**src/rtl/sleep_pkg.sv**
```systemverilog
package sleep_pkg;

    localparam int NSRC = 6;
    localparam int NPER = 4;

    localparam int SRC_EXT  = 0;
    localparam int SRC_PIN  = 1;
    localparam int SRC_TMR  = 2;
    localparam int SRC_ACMP = 3;
    localparam int SRC_ADC  = 4;
    localparam int SRC_WDT  = 5;

    localparam int PER_TMR  = 0;
    localparam int PER_ADC  = 1;
    localparam int PER_ACMP = 2;
    localparam int PER_PIN  = 3;

    typedef enum logic [1:0] {
        MD_IDLE  = 2'b00,
        MD_QUIET = 2'b01,
        MD_DEEP  = 2'b10,
        MD_RSVD  = 2'b11
    } mode_e;

    typedef enum logic [1:0] {
        ST_AWAKE = 2'b00,
        ST_SLEEP = 2'b01,
        ST_HALT  = 2'b10
    } state_e;

    typedef logic [NSRC-1:0] src_vec_t;
    typedef logic [NPER-1:0] per_vec_t;

    typedef struct packed {
        logic adc_start;
        logic vec_go;
        logic rst_vec;
    } pulse_t;

    // Sources allowed to end sleep in a given depth.
    function automatic src_vec_t wake_allowed(mode_e m, logic acmp_off);
        src_vec_t v;
        v = '0;
        v[SRC_EXT] = 1'b1;
        v[SRC_PIN] = 1'b1;
        v[SRC_WDT] = 1'b1;
        case (m)
            MD_QUIET: v[SRC_ADC] = 1'b1;
            MD_DEEP:  v = v;
            default: begin
                v[SRC_ADC]  = 1'b1;
                v[SRC_TMR]  = 1'b1;
                v[SRC_ACMP] = !acmp_off;
            end
        endcase
        return v;
    endfunction

    // Peripheral clocks kept running while asleep in a given depth.
    function automatic per_vec_t per_running(mode_e m, logic acmp_off);
        per_vec_t p;
        p = '0;
        case (m)
            MD_QUIET: begin
                p[PER_ADC] = 1'b1;
                p[PER_PIN] = 1'b1;
            end
            MD_DEEP: p = '0;
            default: begin
                p           = '1;
                p[PER_ACMP] = !acmp_off;
            end
        endcase
        return p;
    endfunction

    function automatic logic adc_autostart(mode_e m);
        return m != MD_DEEP;
    endfunction

endpackage

```
**src/rtl/wake_filter.sv**
```systemverilog
module wake_filter
    import sleep_pkg::*;
(
    input  logic     clk,
    input  logic     rst,
    input  src_vec_t req,
    input  src_vec_t ena,
    input  mode_e    mode,
    input  logic     acmp_off,
    output src_vec_t hit
);

    src_vec_t allow;

    always_comb allow = wake_allowed(mode, acmp_off);

    for (genvar i = 0; i < NSRC; i++) begin : g_src
        assign hit[i] = req[i] & ena[i] & allow[i];
    end

    AST_QUIET_MASK: assert property (@(posedge clk) disable iff (rst)
        (mode == MD_QUIET) |-> !(hit[SRC_TMR] || hit[SRC_ACMP]))
        else $error("quiet mode let a masked source through");

    AST_DEEP_MASK: assert property (@(posedge clk) disable iff (rst)
        (mode == MD_DEEP) |-> !(hit[SRC_TMR] || hit[SRC_ACMP] || hit[SRC_ADC]))
        else $error("deep mode let a masked source through");

endmodule

```
**src/rtl/halt_timer.sv**
```systemverilog
module halt_timer #(
    parameter int HALT_CYC = 4
) (
    input  logic clk,
    input  logic rst,
    input  logic run,
    output logic done
);

    localparam int CW = (HALT_CYC > 2) ? $clog2(HALT_CYC) : 1;
    localparam logic [CW-1:0] LAST = CW'(HALT_CYC - 1);

    logic [CW-1:0] cnt;

    always_ff @(posedge clk) begin
        if (rst || !run) cnt <= '0;
        else             cnt <= cnt + 1'b1;
    end

    assign done = run && (cnt == LAST);

    AST_HALT_COUNT: assert property (@(posedge clk) disable iff (rst)
        (run && $past(run) && !$past(done)) |-> (cnt == $past(cnt) + 1'b1))
        else $error("halt counter skipped");

endmodule

```
**src/rtl/clk_gate.sv**
```systemverilog
module clk_gate
    import sleep_pkg::*;
(
    input  state_e   state,
    input  mode_e    mode,
    input  logic     acmp_off,
    output logic     cpu_en,
    output per_vec_t per_en
);

    always_comb begin
        cpu_en = (state == ST_AWAKE);
        per_en = (state == ST_SLEEP) ? per_running(mode, acmp_off) : '1;
    end

endmodule

```
**src/rtl/sleep_ctrl.sv**
```systemverilog
module sleep_ctrl
    import sleep_pkg::*;
#(
    parameter int HALT_CYC = 4
) (
    input  logic            clk,
    input  logic            rst,
    input  logic            slp_en,
    input  logic [1:0]      slp_mode,
    input  logic            slp_strobe,
    input  logic            rst_req,
    input  logic [NSRC-1:0] irq_req,
    input  logic [NSRC-1:0] irq_ena,
    input  logic            adc_on,
    input  logic            acmp_off,
    output logic            cpu_clk_en,
    output logic [NPER-1:0] per_clk_en,
    output logic            adc_start,
    output logic            vec_go,
    output logic            rst_vec,
    output logic [1:0]      status
);

    state_e   state;
    mode_e    mode_q;
    mode_e    mode_in;
    pulse_t   pulse;
    src_vec_t hit;
    logic     halt_done;
    logic     enter;

    assign mode_in = mode_e'(slp_mode);
    assign enter   = slp_strobe && slp_en && !rst_req;

    wake_filter u_filter (
        .clk      (clk),
        .rst      (rst),
        .req      (irq_req),
        .ena      (irq_ena),
        .mode     (mode_q),
        .acmp_off (acmp_off),
        .hit      (hit)
    );

    halt_timer #(.HALT_CYC(HALT_CYC)) u_timer (
        .clk  (clk),
        .rst  (rst),
        .run  (state == ST_HALT),
        .done (halt_done)
    );

    clk_gate u_gate (
        .state    (state),
        .mode     (mode_q),
        .acmp_off (acmp_off),
        .cpu_en   (cpu_clk_en),
        .per_en   (per_clk_en)
    );

    always_ff @(posedge clk) begin
        if (rst) begin
            state  <= ST_AWAKE;
            mode_q <= MD_IDLE;
            pulse  <= '0;
        end else begin
            pulse <= '0;
            case (state)
                ST_AWAKE: begin
                    if (enter) begin
                        state           <= ST_SLEEP;
                        mode_q          <= mode_in;
                        pulse.adc_start <= adc_on && adc_autostart(mode_in);
                    end
                end
                ST_SLEEP: begin
                    if (rst_req) begin
                        state         <= ST_AWAKE;
                        pulse.rst_vec <= 1'b1;
                    end else if (|hit) begin
                        state <= ST_HALT;
                    end
                end
                ST_HALT: begin
                    if (rst_req) begin
                        state         <= ST_AWAKE;
                        pulse.rst_vec <= 1'b1;
                    end else if (halt_done) begin
                        state        <= ST_AWAKE;
                        pulse.vec_go <= 1'b1;
                    end
                end
                default: state <= ST_AWAKE;
            endcase
        end
    end

    assign adc_start = pulse.adc_start;
    assign vec_go    = pulse.vec_go;
    assign rst_vec   = pulse.rst_vec;
    assign status    = state;

    AST_STROBE_IGNORED: assert property (@(posedge clk) disable iff (rst)
        (state == ST_AWAKE && slp_strobe && !slp_en) |=> (state == ST_AWAKE))
        else $error("sleep entered without permission");

    AST_ADC_KICK: assert property (@(posedge clk) disable iff (rst)
        adc_start |-> (state == ST_SLEEP && $past(state) == ST_AWAKE))
        else $error("conversion start outside sleep entry");

    AST_RESET_WINS: assert property (@(posedge clk) disable iff (rst)
        (state != ST_AWAKE && rst_req) |=> (state == ST_AWAKE && rst_vec && !vec_go))
        else $error("reset request did not end sleep");

    AST_VEC_AFTER_HALT: assert property (@(posedge clk) disable iff (rst)
        vec_go |-> ($past(state) == ST_HALT && cpu_clk_en))
        else $error("vector release without halt");

    AST_DEEP_GATED: assert property (@(posedge clk) disable iff (rst)
        (state == ST_SLEEP && mode_q == MD_DEEP) |-> (per_clk_en == '0))
        else $error("deep sleep left a clock running");

endmodule

```
**config.mk**
```make
export PLATFORM = sky130hd
export DESIGN_NAME = sleep_ctrl
export DESIGN_NICKNAME = d
export VERILOG_FILES = /design/src/rtl/sleep_pkg.sv /design/src/rtl/wake_filter.sv /design/src/rtl/halt_timer.sv /design/src/rtl/clk_gate.sv /design/src/rtl/sleep_ctrl.sv
export SDC_FILE = /design/constraint.sdc
export NUM_CORES = 1
export LEC_CHECK = 0
export ABC_CLOCK_PERIOD_IN_PS = 1300
export BUFFER_PORTS_ARGS = -buffer_cell sky130_fd_sc_hd__buf_2
export CELL_PAD_IN_SITES_DETAIL_PLACEMENT = 2
export CELL_PAD_IN_SITES_GLOBAL_PLACEMENT = 2
export CORE_UTILIZATION = 20
export CTS_CLUSTER_DIAMETER = 30
export DETAILED_ROUTE_END_ITERATION = 12
export HOLD_SLACK_MARGIN = 0.05
export PLACE_DENSITY_LB_ADDON = 0.25
export SLEW_MARGIN = 5
export SYNTH_ARGS = -nofsm -noshare
export SYNTH_HDL_FRONTEND = slang
export SYNTH_SLANG_ARGS = --single-unit
export TNS_END_PERCENT = 30
```
**constraint.sdc**
```tcl
create_clock -name clk -period 1.3 [get_ports clk]
set_input_delay 0.065 -clock clk [delete_from_list [all_inputs] [get_ports clk]]
set_output_delay 0.065 -clock clk [all_outputs]
set_load 0.01 [all_outputs]
```
==> results.toml <==
[clock_tree]
clock-sinks = 9
cts_setup_buffers = 0
clock-root-buffer = "clkbuf_4"
cts.clk_slew.worst_paths_ps = 70
cts_tree = "done"
cts_buffer_depth = 2
h-tree-depth = 1
worst_skew_pair.late_latency_ps = 270
cts-buffers-inserted = 3

[yosys]
netlist_instances = 52
syn_nets = 78
synth-seq-cells = 9
synth.distinct_cells = 23
synthMuxAreaShare = 0.0782
synth-xor-area-share = 0
avgSynthCellArea_um2 = 9.84
ys_seq_area_frac = 0.352
synthAdderAreaFrac = 0.122
mappedNetlistArea_um2 = 512
yosysWarningCount = 0
synth_top_family_by_area = "simple AND/OR/NAND/NOR gates"
yosys.area_share.simple = 0.289
synth-compound-area-share = 0.0929

[job]
drv_cap = 0

[floorplan]
initial_utilization = 0.221
fp.dieW_um = 52.6
io_pins = 31
coreArea_um2 = 2320
die_h_um = 52.6
rows = 17
die-area_um2 = 2770

[sta]
setup_viol = 3
timing.final.hold_violations = 0
grt_setup_unrepaired = "true"
drv_slew = 0
max_freq_ghz = 0.737
finalClockSkew_ps = 6.99
holdWs_ps = 65.9
period_share = 1.04
worst_slew_pin_slew_ps = 284
worst_slack_ps = -56.7
slew_headroom = 0.808
fin_crit_ps = 1360

[detailed_routing]
drt_first_pass_iters = 2
via_count = 541
wirelength_mm = 1.56
vias_per_cell = 4.55
wl_per_cell_um = 13.1
drt-initial-drc-count = 1
antenna_left = 0
drc = 0

[critical_path]
worst_setup_path_end_kind = "flop"
crit_required_ps = 1490
max_stage_delay_ps = 360
critPathKind = "flop to flop"
critPathLaunchType = "flop"
worstPathArrival_ps = 1540
cp_max_fo = 3
crit_chain = "inv_4 > ha_4 > nor2b_4 > o2111ai_2 > o221a_2 > mux2i_1"
cp_slowest_cell = "dfxtp_4"

[global_route]
grt_max_degree = 12
gr-total-overflow = 0
grt_pass1_vias = 565
grt_usage = 0.134
antenna_found_initial = 0
grt_pass1_wl_mm = 2.53

[run_status]
failed_checks = "negative setup slack"
outcome = "finished with violations"

[finish]
finalNonFillerCells = 119
register_area_um2 = 186
fillers = 273
final_cell_mix = "29 x buf_2, 6 x dfxtp_1, 5 x buf_4"
multi_input_area_um2 = 345
drive_gt1_frac = 0.659
diodes = 0
nets = 118
layout_commonest_cell = "buf_2"
synthToLayoutAreaGrowth_pct = 61.4

[pwr]
power_leakage_nw = 0.391
power_frac_seq = 0.325
switching_share = 0.331
p_int_uw = 704
power.density_nw_per_um2 = 1270
combPwrFrac = 0.461
p_clk_frac = 0.214
worst_ir_drop_vdd_mv = 0.634
p_sw_uw = 348

[place]
gp_congestion = 0.641
dp_hpwl_mm = 1.20
portBuffers = 30
dp.cells = 114

[worst_hold_path]
min_path_type = "primary input to flop"
registers in the layout (all words and copies together) (netlist names):
name,flops
mode_q,2
status,2
u_timer.cnt,2
adc_start,1
rst_vec,1
vec_go,1
routing by layer:
layer  wire, um  global-route usage
met2        788               0.234
met4         28              0.0658
met5          0                   0
met1        606               0.141
met3        134              0.0464
area by class of cell:
type	instances	area share
tap	28	0.0424
clock buffer	4	0.0318
inverter	4	0.0212
timing repair buffer	37	0.261
multi-input combinational	37	0.418
sequential	9	0.226
kinds of logic (layout without fill, tap and decap cells):
kind of cell / after synthesis / count (layout)
multiplexers: 4 / 4
buffers and inverters: 6 / 45
flip-flops: 9 / 9
adder cells (fa/ha/maj): 5 / 5
AND/OR/NAND/NOR: 22 / 22
AO/OA/AOI/OAI: 6 / 6
worst paths after layout:
check,start,to,slack (ps),cells past startpoint
worst max-delay path,status[1],status[0],-60,6
worst min-delay path,slp_mode[1],mode_q[1],70,3
worst max register to register,status[1],status[0],-60,6
worst min register to register,u_timer.cnt[0],u_timer.cnt[0],440,1
synthesized netlist by cell type:
| cell | n | area share |
|---|---|---|
| nor4b_1 | 1 | 0.017 |
| and3b_1 | 2 | 0.034 |
| nand3b_1 | 1 | 0.015 |
| dfxtp_1 | 9 | 0.35 |
| o2111ai_1 | 1 | 0.017 |
| ha_1 | 5 | 0.12 |
| or2b_1 | 1 | 0.015 |
| o221a_2 | 1 | 0.022 |
| nor2b_2 | 1 | 0.017 |
| nor2b_1 | 1 | 0.012 |
| inv_1 | 4 | 0.029 |
| nor4bb_1 | 1 | 0.020 |
| nand4b_1 | 1 | 0.017 |
| nor3b_1 | 1 | 0.015 |
| nand2_1 | 6 | 0.044 |
| mux2i_1 | 4 | 0.078 |
| o21ai_0 | 2 | 0.020 |
| a22oi_2 | 1 | 0.024 |
| buf_6 | 1 | 0.022 |
| or2b_2 | 4 | 0.068 |
| nor2_1 | 2 | 0.015 |
| buf_4 | 1 | 0.015 |
| a21oi_1 | 1 | 0.0098 |
worst max-delay path, delay by kind of cell, from the launching register on:
family | cells | cell delay, ps
fa+ha+maj | 1 | 120
compound gates | 2 | 410
mux | 1 | 170
flops | 1 | 360
buf+inv | 1 | 60
simple gates | 1 | 150
metrics by stage:
| step | power [mW] | setup slack, ps | TNS, ps | instance area [um2] | util |
|---|---|---|---|---|---|
| floorplan | 0.560 | 0.776 | 0 | 514 | - |
| global placement | 0.760 | -69.1 | -110 | 726 | 0.313 |
| detailed placement | 0.770 | -126 | -219 | 726 | 0.313 |
| CTS | 1.05 | -98.6 | -208 | 803 | 0.346 |
| global route | 1.14 | -136 | -390 | 826 | 0.356 |
| finish | 1.05 | -56.7 | -107 | 826 | 0.356 |
power by group through the flow:
stage / logic (mW) / registers, mW / clock network, mW
2_1_floorplan: 0.214 / 0.346 / 0
3_3_place_gp: 0.427 / 0.332 / 0
3_5_place_dp: 0.436 / 0.334 / 0
4_1_cts: 0.472 / 0.338 / 0.241
5_1_grt: 0.542 / 0.346 / 0.256
6_report: 0.485 / 0.342 / 0.225
repair_timing:
item                                   CTS  global route
setup endpoints to repair                6            10
hold buffers                             1             0
gates resized for setup                 11             8
pin swaps                                4             4
endpoints found under the hold margin    1             0
Power figures use the tool's default switching activity.
